<file path="src/rtl/ee_loader_pkg.sv">
package ee_loader_pkg;

  typedef enum logic [2:0] {
    ST_IDLE, ST_SGL, ST_HI, ST_LO, ST_DAT, ST_MEM
  } state_t;

  typedef enum logic [1:0] {
    CAP_NONE, CAP_HI, CAP_LO, CAP_DAT
  } cap_t;

  // strobes from the sequencer to the register datapath
  typedef struct packed {
    logic hostOpen;     // host register writes accepted
    logic sglStart;     // latch a single request
    logic bstStart;     // begin a burst
    logic sglDone;      // single access acknowledged
    logic bstStep;      // burst byte acknowledged, advance pointer
    cap_t capSel;       // which record byte to capture
    logic bstDone;      // terminating record seen
    logic useHostAddr;  // drive the host address to the EEPROM
    logic memWr;        // emit one memory write
  } strobe_t;

endpackage

</file>
<file path="src/rtl/ee_loader_ctrl.sv">
module ee_loader_ctrl
  import ee_loader_pkg::*;
(
  input  logic       clk,
  input  logic       rstN,
  input  logic       ctlWrEn,
  input  logic [1:0] ctlWrData,
  input  logic       burstWrEn,
  input  logic       burstWrData,
  input  logic       eeAck,
  input  logic       endMark,
  output strobe_t    stb,
  output logic       busy,
  output logic       eeReq
);

  state_t st, stNext;

  always_ff @(posedge clk) begin
    if (!rstN) st <= ST_IDLE;
    else       st <= stNext;
  end

  always_comb begin
    stNext = st;
    stb    = '0;
    case (st)
      ST_IDLE: begin
        stb.hostOpen = 1'b1;
        if (ctlWrEn && (ctlWrData != 2'b00)) begin
          stb.sglStart = 1'b1;
          stNext       = ST_SGL;
        end else if (burstWrEn && burstWrData) begin
          stb.bstStart = 1'b1;
          stNext       = ST_HI;
        end
      end
      ST_SGL: begin
        stb.useHostAddr = 1'b1;
        if (eeAck) begin
          stb.sglDone = 1'b1;
          stNext      = ST_IDLE;
        end
      end
      ST_HI: if (eeAck) begin
        stb.bstStep = 1'b1;
        stb.capSel  = CAP_HI;
        stNext      = ST_LO;
      end
      ST_LO: if (eeAck) begin
        stb.bstStep = 1'b1;
        stb.capSel  = CAP_LO;
        if (endMark) begin
          stb.bstDone = 1'b1;
          stNext      = ST_IDLE;
        end else begin
          stNext      = ST_DAT;
        end
      end
      ST_DAT: if (eeAck) begin
        stb.bstStep = 1'b1;
        stb.capSel  = CAP_DAT;
        stNext      = ST_MEM;
      end
      ST_MEM: begin
        stb.memWr = 1'b1;
        stNext    = ST_HI;
      end
      default: stNext = ST_IDLE;
    endcase
  end

  assign busy  = (st != ST_IDLE);
  assign eeReq = (st == ST_SGL) || (st == ST_HI) || (st == ST_LO) || (st == ST_DAT);

endmodule

</file>
<file path="src/rtl/ee_loader_dp.sv">
module ee_loader_dp
  import ee_loader_pkg::*;
#(
  parameter  int EE_DEPTH = 48,
  parameter  int BASE_W   = 9,
  parameter  int LOW_W    = 15,
  localparam int ADDR_W   = $clog2(EE_DEPTH),
  localparam int MEM_AW   = BASE_W + LOW_W
) (
  input  logic              clk,
  input  logic              rstN,
  input  strobe_t           stb,
  input  logic              wrPick,
  input  logic              addrWrEn,
  input  logic [ADDR_W-1:0] addrWrData,
  input  logic              dataWrEn,
  input  logic [7:0]        dataWrData,
  input  logic              baseWrEn,
  input  logic [BASE_W-1:0] baseWrData,
  input  logic [7:0]        eeRdata,
  output logic [1:0]        ctlBits,
  output logic              burstBit,
  output logic [ADDR_W-1:0] addrReg,
  output logic [7:0]        dataReg,
  output logic [ADDR_W-1:0] eeAddr,
  output logic              eeWe,
  output logic [7:0]        eeWdata,
  output logic              endMark,
  output logic              memWe,
  output logic [MEM_AW-1:0] memAddr,
  output logic [7:0]        memWdata
);

  localparam logic [ADDR_W-1:0] LAST_ADDR = ADDR_W'(EE_DEPTH - 1);
  localparam int HI_KEEP = LOW_W - 8;

  logic [1:0]        ctlQ;
  logic              burstQ, touchedQ;
  logic [ADDR_W-1:0] addrQ, ptrQ;
  logic [7:0]        dataQ, hiQ, loQ, datQ;
  logic [BASE_W-1:0] baseQ;

  function automatic logic [ADDR_W-1:0] stepAddr(input logic [ADDR_W-1:0] a);
    return (a >= LAST_ADDR) ? '0 : a + 1'b1;
  endfunction

  always_ff @(posedge clk) begin
    if (!rstN) begin
      ctlQ     <= '0;
      burstQ   <= 1'b0;
      touchedQ <= 1'b0;
      addrQ    <= '0;
      ptrQ     <= '0;
      dataQ    <= '0;
      baseQ    <= '0;
      hiQ      <= '0;
      loQ      <= '0;
      datQ     <= '0;
    end else begin
      if (stb.hostOpen) begin
        if (addrWrEn) addrQ <= addrWrData;
        if (dataWrEn) dataQ <= dataWrData;
        if (baseWrEn) baseQ <= baseWrData;
      end
      if (stb.sglStart) ctlQ <= wrPick ? 2'b01 : 2'b10;
      if (stb.sglDone) begin
        ctlQ     <= '0;
        if (ctlQ[1]) dataQ <= eeRdata;
        ptrQ     <= stepAddr(addrQ);
        touchedQ <= 1'b1;
      end
      if (stb.bstStart) begin
        burstQ <= 1'b1;
        if (!touchedQ) ptrQ <= '0;
      end
      if (stb.bstStep) ptrQ <= stepAddr(ptrQ);
      case (stb.capSel)
        CAP_HI:  hiQ  <= eeRdata;
        CAP_LO:  loQ  <= eeRdata;
        CAP_DAT: datQ <= eeRdata;
        default: ;
      endcase
      if (stb.bstDone) begin
        burstQ   <= 1'b0;
        touchedQ <= 1'b1;
      end
    end
  end

  assign ctlBits  = ctlQ;
  assign burstBit = burstQ;
  assign addrReg  = addrQ;
  assign dataReg  = dataQ;
  assign eeAddr   = stb.useHostAddr ? addrQ : ptrQ;
  assign eeWe     = stb.useHostAddr & ctlQ[0];
  assign eeWdata  = dataQ;
  assign endMark  = (hiQ == 8'hFF) && (eeRdata == 8'hFF);
  assign memWe    = stb.memWr;
  assign memAddr  = {baseQ, hiQ[HI_KEEP-1:0], loQ};
  assign memWdata = datQ;

endmodule

</file>
<file path="src/rtl/ee_loader.sv">
module ee_loader
  import ee_loader_pkg::*;
#(
  parameter  int EE_DEPTH = 48,
  parameter  int BASE_W   = 9,
  parameter  int LOW_W    = 15,
  localparam int ADDR_W   = $clog2(EE_DEPTH),
  localparam int MEM_AW   = BASE_W + LOW_W
) (
  input  logic              clk,
  input  logic              rstN,
  input  logic              ctlWrEn,
  input  logic [1:0]        ctlWrData,
  input  logic              burstWrEn,
  input  logic              burstWrData,
  input  logic              addrWrEn,
  input  logic [ADDR_W-1:0] addrWrData,
  input  logic              dataWrEn,
  input  logic [7:0]        dataWrData,
  input  logic              baseWrEn,
  input  logic [BASE_W-1:0] baseWrData,
  output logic [1:0]        ctlBits,
  output logic              burstBit,
  output logic              busy,
  output logic [ADDR_W-1:0] addrReg,
  output logic [7:0]        dataReg,
  output logic              eeReq,
  output logic              eeWe,
  output logic [ADDR_W-1:0] eeAddr,
  output logic [7:0]        eeWdata,
  input  logic              eeAck,
  input  logic [7:0]        eeRdata,
  output logic              memWe,
  output logic [MEM_AW-1:0] memAddr,
  output logic [7:0]        memWdata
);

  strobe_t stb;
  logic    endMark;

  ee_loader_ctrl u_ctrl (
    .clk(clk), .rstN(rstN),
    .ctlWrEn(ctlWrEn), .ctlWrData(ctlWrData),
    .burstWrEn(burstWrEn), .burstWrData(burstWrData),
    .eeAck(eeAck), .endMark(endMark),
    .stb(stb), .busy(busy), .eeReq(eeReq)
  );

  ee_loader_dp #(.EE_DEPTH(EE_DEPTH), .BASE_W(BASE_W), .LOW_W(LOW_W)) u_dp (
    .clk(clk), .rstN(rstN), .stb(stb), .wrPick(ctlWrData[0]),
    .addrWrEn(addrWrEn), .addrWrData(addrWrData),
    .dataWrEn(dataWrEn), .dataWrData(dataWrData),
    .baseWrEn(baseWrEn), .baseWrData(baseWrData),
    .eeRdata(eeRdata),
    .ctlBits(ctlBits), .burstBit(burstBit), .addrReg(addrReg), .dataReg(dataReg),
    .eeAddr(eeAddr), .eeWe(eeWe), .eeWdata(eeWdata), .endMark(endMark),
    .memWe(memWe), .memAddr(memAddr), .memWdata(memWdata)
  );

endmodule

</file>
<file path="config.mk">
export PLATFORM = sky130hd
export DESIGN_NAME = ee_loader
export DESIGN_NICKNAME = d
export VERILOG_FILES = /design/src/rtl/ee_loader_pkg.sv /design/src/rtl/ee_loader_ctrl.sv /design/src/rtl/ee_loader_dp.sv /design/src/rtl/ee_loader.sv
export SDC_FILE = /design/constraint.sdc
export NUM_CORES = 1
export LEC_CHECK = 0
export BUFFER_PORTS_ARGS = -buffer_cell sky130_fd_sc_hd__buf_4
export CAP_MARGIN = 20
export CORE_MARGIN = 3
export CORE_UTILIZATION = 49
export DETAILED_ROUTE_END_ITERATION = 10
export PLACE_DENSITY = 0.8
export REMOVE_ABC_BUFFERS = 1
export SYNTH_ARGS = -nofsm -noshare
export SYNTH_HDL_FRONTEND = slang
export SYNTH_HIERARCHICAL = 1
export SYNTH_SLANG_ARGS = --single-unit
</file>
<file path="constraint.sdc">
create_clock -name clk -period 2.1 [get_ports clk]
set_clock_uncertainty 0.15 [all_clocks]
set_input_delay 0.42 -clock clk [delete_from_list [all_inputs] [get_ports clk]]
set_output_delay 0.42 -clock clk [all_outputs]
set_load 0.02 [all_outputs]
</file>
Yosys cells after proc, flatten, opt, wreduce, memory -nomap -nowiden

Index checks and enable logic that the tools add are counted.

Register bits after elaboration: 60
Bits of input ports: 42

Equality and inequality tests: 15
Bitwise logic cells: 2
Order comparisons: 2
Reductions and logical operators: 15
Mux-type cells: 36
$add $sub $neg: 2

Operators with widths:

| cell                                                      | number |
|---|---|
| 2-to-1 mux 6 bit                                          | 7 |
| 2-to-1 mux 8 bit                                          | 4 |
| 2-to-1 mux 3 bit                                          | 10 |
| one-hot mux 3 bit (6 select lines)                        | 1 |
| equality test 8 bit (second input constant)               | 2 |
| adder 6 x 1 -> 6 bit (second input constant)              | 2 |
| greater-or-equal comparator 6 bit (second input constant) | 2 |
| 2-to-1 mux 1 bit                                          | 11 |
| one-hot mux 3 bit (3 select lines)                        | 1 |
| inequality test 2 bit (second input constant)             | 4 |
| equality test 3 x 2 -> 1 bit (second input constant)      | 2 |
| equality test 3 bit (second input constant)               | 2 |
| AND reduction 5 bit                                       | 1 |
| equality test 2 bit (second input constant)               | 2 |
| 2-to-1 mux 4 bit                                          | 1 |
| AND reduction 2 bit                                       | 2 |
| nonzero test 2 bit                                        | 2 |
| OR reduction 2 bit                                        | 2 |
| equality test 3 x 1 -> 1 bit (second input constant)      | 1 |
| logical AND 1 bit                                         | 3 |
| logical NOT 3 bit                                         | 1 |
| logical OR 1 bit                                          | 3 |
| inequality test 3 x 1 -> 1 bit (second input constant)    | 1 |
| nonzero test 3 bit                                        | 1 |
| other kinds (4)                                           | 4 |

Logic depth before layout (Yosys ltp)

Gate-level depths: netlist of run 1.

Depth in word-level cells: 7
Depth in mapped cells: 9

Cells and area by module

Netlist of run 1, hierarchy kept.

By module, submodules not included:

| module         | area each (µm²) | times used | cells an instance | sequential area each (µm²) |
|---|---|---|---|---|
| ee_loader_dp   | 2582.5          | 1          | 306               | 1141.1 |
| ee_loader_ctrl | 317.8           | 1          | 45                | 60.1 |

Worst setup path before layout of run 1

No wires, ideal clock.

Path kind: register to output
From: reg u_ctrl.st[2]
To: out eeAddr[0]
Path buffers: 2
Arrival time: 1.430 ns
Cell stages (with the launch flop): 6
Slack: 0.100 ns
Path through: dfxtp_1 -> buf_2 -> nor2_1 -> and2_1 -> clkbuf_1 -> mux2_1

RTL lines:

| what                   | line                 | RTL |
|---|---|---|
| start, declared        | ee_loader_ctrl.sv:17 | `state_t st, stNext;` |
| start signal, assigned | ee_loader_ctrl.sv:21 | `else st <= stNext;` |
| end, declared          | ee_loader.sv:29      | `output logic [ADDR_W-1:0] eeAddr,` |

==> results of run 1 <==
## worst register-to-register path: cells and delay by family, from the launching register on
family	cells	cell delay (ps)
simple gates	3	460
flops	1	360
buf+inv	2	240
compound gates	3	690
## flip-flops by register name, summed over array words and instances (netlist names)
register	flops
u_dp/memWdata	8
u_dp/addrReg	6
u_dp/baseQ	9
u_dp/ptrQ	6
u_dp/touchedQ	1
u_ctrl/st	3
u_dp/loQ	8
u_dp/dataReg	8
u_dp/burstBit	1
u_dp/ctlBits	2
u_dp/hiQ	8
## layout make-up
| type | instances | area share, % |
|---|---|---|
| clock inverter | 7 | 1.88 |
| multi-input combinational | 245 | 36.6 |
| inverter | 10 | 0.926 |
| clock buffer | 9 | 3.06 |
| sequential | 60 | 29.8 |
| timing repair buffer | 131 | 25.5 |
| tap | 72 | 2.22 |
## power by group
part / switching [W] / internal, W / leakage, nW
Combinational: 0.000903 / 0.000783 / 1.27
Sequential: 0.000160 / 0.00129 / 0.490
Clock: 0.000498 / 0.000553 / 0.0958
Total: 0.00156 / 0.00263 / 1.85
## routing by layer
layer  GRT usage [%]  up-vias  wire [um]
met5               0        -          0
met2            38.6      123       4020
met1            26.5     1341       3310
met4            10.5        0        185
li1                -     1424          -
met3            4.37       17        511
## logic make-up after synthesis
| family | share of synthesized area, % |
|---|---|
| compound gates | 13.9 |
| mux | 8.50 |
| buf+inv | 8.89 |
| xor+xnor | 1.81 |
| flops | 41.4 |
| simple gates | 24.6 |
| fa+ha+maj | 0.863 |
## cells in the final DEF (no fill, tap or decap), types with 4 or more instances in the layout
cell type / instances
buf_4: 124
dfxtp_1: 57
nand2_1: 51
nand3_1: 34
nor2_1: 32
a21oi_1: 26
mux2i_1: 19
inv_1: 10
clkbuf_8: 9
a311oi_1: 8
nor3_1: 6
nand4_1: 6
buf_6: 5
mux2_4: 5
a31oi_1: 4
o22ai_1: 4
## what timing repair did
item                                    4_1_cts  5_1_grt
gates resized for setup                       8       17
endpoints found under the setup margin        8       16
hold endpoints to repair                      0        0
cloned                                        0        1
pin swaps                                     0        2
setup buffers                                 2        7
## metrics by stage
| step | instances | instance area [um^2] |
|---|---|---|
| floorplan | 315 | 2680 |
| global placement | 508 | 3680 |
| detailed placement | 508 | 3680 |
| CTS | 526 | 3910 |
| global route | 534 | 4050 |
| finish | 534 | 4050 |
## worst max-delay path by stage
stage            startpoint            to  slack [ps]
5_1_grt        u_ctrl/st[1]  u_dp/ptrQ[3]         -20
2_1_floorplan  u_ctrl/st[2]  u_dp/ptrQ[3]        -190
6_report       u_ctrl/st[1]     eeAddr[1]          40
3_3_place_gp   u_ctrl/st[1]     eeAddr[1]         140
3_5_place_dp   u_ctrl/st[1]     eeAddr[3]          90
4_1_cts        u_ctrl/st[1]     eeAddr[3]           2
==> metrics, run 1 <==
status=finished, final reports clean; Clock Sinks=60; Post-Place Worst Slack=92.8 ps; 1st-iter DRT viols=138; ys async rst share=0%; setup_tns=0 ps; RR Endpoint=u_dp/ptrQ[3]; Core Area=0.00561 mm^2; Commonest cells post-synth=dfxtp_1 (60), nand2_1 (51), nor2_1 (35), nand3_1 (34), a21oi_1 (27); GR Util All Layers=22.4%; routed wire length=8030 um; Reg area=0.00121 mm^2; hold path endpoint=u_dp/ctlBits[1]; Initial Utilization=51.7%; WP depth=4; Pre-Repair DR Iteration Count=4; crit path DAT=1490 ps; gpl congestion=0.873; worst r2r src=u_ctrl/st[1]; Setup crit start kind=register; CTS tree=done; crit path kind=register to output port; Req. time, crit path=1530 ps; antenna diode count=0; Worst Max-Slew Pin Slew=531 ps; Hold Path Origin=ctlWrData[0]; CP max-delay cell=dfxtp_4; # IOs=109; Most used DFF post-synth=dfxtp_1; initial antenna violation count=0; fin crit share=98.2%; Max Slew Vio Count=0; final hold violations=0; layout cells sized above 1=35.5%; CP top delay family=flip-flops; Setup Viol. Count Final=0; Tot Pwr=0.00419 W; CTS buffer count=9; Avg Vias per Cell=5.44; Multi-input gate area=0.00148 mm^2; VDD IR max=0.650 mV; Seq/Total Area, Yosys=41.4%; CP max stage delay=360 ps; Die ar.=0.00688 mm^2; dominant cell type by area after synthesis=dfxtp_1; count leader, synth=dfxtp_1; die width=82.9 um; top cell type's share of synthesized area=41.4%; Mapped Cells=351; Ys Warns=6; synth top area cells=dfxtp_1 (41%), nand2_1 (6.6%), mux2i_1 (6.6%); H-tree depth=3; layout overhead on the synthesized area=39.7%; Mean Syn Cell Area=8.26 um^2; Remaining DRCs=0; Reg2Reg Depth=8; Finished Core Util=72.2%; final setup margin=38.4 ps; CP cell instances=nor2_4, and2_4, mux2_4, buf_6; Post-synth EDFFs=0; clk slew on worst S/H paths=80 ps; fin crit period=2060 ps; Min-Delay Path Class=input port to register; vias in the first global route=2719; clock root buffer=clkbuf_8; CP Buf/Inv Count=1; wire per inst=15.0 um; global-route wire length before repair=12800 um; Post-Syn Area=0.00290 mm^2; Power Dens Cells=1030 mW/mm^2; post-route antenna net violation count=0; Seq cells post-synth=60; # nets final=501; crit end category=output port; port buffer count=108; CTS hold repair buffers=0; DP HPWL=5630 um; r2r setup slk=80 ps; Skew-Pair Late Insertion Delay=330 ps; grt ovf=0; Vias=2905; Max FO, Critical Path=7; largest net degree at the start of global routing=32; Max Cap Viol=0; RSZ-0062 raised after global routing=yes; Netlist cell types=43; DIE HEIGHT=82.9 um; Highest Clock Rate=485 MHz; Worst Hold Depth=2; clk buf depth=2; Fin Hold WS=153 ps; Rel. slew slack=64.5%; Pleak=1.85 nW; Row Count=27; fill cell count=439
Note: power is estimated with default switching activity, not from simulation.
==> run 2, diff against run 1 <==
MAX_ROUTING_LAYER = met4   (was default)
==> metrics, run 2 (synthesized netlist as in run 1, its figures left out) <==
status=finished, final reports clean (unchanged); max FFs per register=9 (unchanged); CTS tree=done (unchanged); Pleak=1.85 nW (unchanged); crit path kind=register to output port (unchanged); largest net degree at the start of global routing=32 (unchanged); clk slew on worst S/H paths=70 ps (was 80 ps); crit end category=output port (unchanged); Avg Vias per Cell=5.44 (about the same); Worst Max-Slew Pin Slew=529 ps (was 531 ps); VDD IR max=0.651 mV (was 0.650 mV); Highest Clock Rate=484 MHz (was 485 MHz); antenna diode count=0 (unchanged); Row Count=27 (unchanged); Comb power frac=40.2% (about the same); Core Area=0.00561 mm^2 (unchanged); DP HPWL=5630 um (unchanged); fin crit period=2070 ps (was 2060 ps); Fin Hold WS=154 ps (was 153 ps); final hold violations=0 (unchanged); wire per inst=15.0 um (unchanged); Top reg by flops=u_dp/baseQ (unchanged); gpl congestion=0.887 (was 0.873); Max FO, Critical Path=7 (unchanged); crit path DAT=1500 ps (was 1490 ps); Clock power frac=25.2% (was 25.1%); clk buf depth=2 (unchanged); Final Cell Area=0.00405 mm^2 (unchanged); Remaining DRCs=0 (unchanged); Vias=2904 (was 2905); Pre-Repair DR Iteration Count=4 (unchanged); grt ovf=0 (unchanged); CP max-delay cell=dfxtp_4 (unchanged); CP top delay family=flip-flops (unchanged); initial antenna violation count=0 (unchanged); die width=82.9 um (unchanged); sequential share of power=34.6% (was 34.7%); commonest non-fill, non-tap cell in the layout=buf_4 (unchanged); # IOs=109 (unchanged); Clock Sinks=60 (unchanged); CP Buf/Inv Count=1 (unchanged); Net Switching=0.00157 W (was 0.00156 W); Sw Share=37.4% (was 37.3%); CTS hold repair buffers=0 (unchanged); DIE HEIGHT=82.9 um (unchanged); Min-Delay Path Class=input port to register (unchanged); CP max stage delay=360 ps (about the same); H-tree depth=3 (unchanged); internal cell power=0.00263 W (about the same); Initial Utilization=51.7% (unchanged); 1st-iter DRT viols=138 (unchanged); port buffer count=108 (unchanged); post-route antenna net violation count=0 (unchanged); Max Slew Vio Count=0 (unchanged); CTS buffer count=9 (unchanged); dpl cell area=0.00368 mm^2 (unchanged); Req. time, crit path=1530 ps (about the same); global-route wire length before repair=12800 um (about the same); CP cell instances=nor2_4, and2_4, mux2_4, buf_6 (unchanged); Max Cap Viol=0 (unchanged); most frequent cells in the layout=buf_4 (124), dfxtp_1 (57), nand2_1 (51), nand3_1 (34), nor2_1 (32) (unchanged); Setup Viol. Count Final=0 (unchanged); fin crit share=98.4% (was 98.2%); # nets final=501 (unchanged); Tot Pwr=0.00420 W (was 0.00419 W); Finished Core Util=72.2% (unchanged); clock root buffer=clkbuf_8 (unchanged); routed wire length=8030 um (unchanged); layout overhead on the synthesized area=39.7% (unchanged); Rel. slew slack=64.6% (was 64.5%); Power Dens Cells=1040 mW/mm^2 (was 1030 mW/mm^2); GR Util All Layers=23.0% (was 22.4%); layout cells sized above 1=35.5% (unchanged); Setup crit start kind=register (unchanged); RSZ-0062 raised after global routing=yes (unchanged); vias in the first global route=2723 (was 2719); Skew-Pair Late Insertion Delay=340 ps (was 330 ps); Die ar.=0.00688 mm^2 (unchanged); setup_tns=0 ps (unchanged)
## run 2: worst register-to-register path, cell delays in order (launching register included)
cell and delay, ps:
dfxtp_4 360, buf_4 140, nor3_4 230, nand2_1 90, nor2_2 140, inv_1 100, o211ai_4 240, o22ai_1 120
a211o_1 310
## run 2: through the flow
step | instances | setup WS, ps
final | 534 | 34.6
after global routing | 534 | -20.9
after CTS | 526 | 1.62
after detailed placement | 508 | 92.8
after global placement | 508 | 138
after floorplan | 315 | -195
## run 2: path summary, 6_finish.rpt
check               endpoint  depth (start not counted)  slack (ps)           from
min reg2reg    u_dp/baseQ[4]                          2         310  u_dp/baseQ[4]
max reg2reg     u_dp/ptrQ[3]                          8         100   u_ctrl/st[1]
min          u_dp/ctlBits[1]                          2         150   ctlWrData[0]
max                eeAddr[1]                          4          30   u_ctrl/st[1]
## run 2: layout make-up
| type | count | area (um^2) |
|---|---|---|
| well taps | 72 | 90.1 |
| inverters | 10 | 37.5 |
| fillers | 439 | 1560 |
| clock inverters | 7 | 76.3 |
| clock buffers | 9 | 124 |
| repair buffers | 131 | 1030 |
| multi-input cells | 245 | 1480 |
| flip-flops and latches | 60 | 1210 |
## run 2: metal layers
layer / vias up / part of all wire (%) / GRT usage [%]
li1: 1422 / - / -
met1: 1349 / 42 / 26.8
met2: 118 / 50 / 38.6
met3: 15 / 5.3 / 3.87
met4: 0 / 2.1 / 10.5
met5: - / 0 / -
## run 2: repair_timing
item | 4_1_cts | 5_1_grt
setup endpoints to repair | 8 | 16
setup buffers | 2 | 7
pin swaps | 0 | 2
gates cloned | 0 | 1
resized for setup | 8 | 17
## run 2: power groups by stage
stage | clock (W) | combinational (W) | sequential (W)
floorplan | 0 | 0.000670 | 0.00163
global route | 0.00111 | 0.00182 | 0.00148
CTS | 0.00107 | 0.00149 | 0.00144
finish | 0.00106 | 0.00169 | 0.00145
detailed placement | 0 | 0.00143 | 0.00147
global placement | 0 | 0.00141 | 0.00147
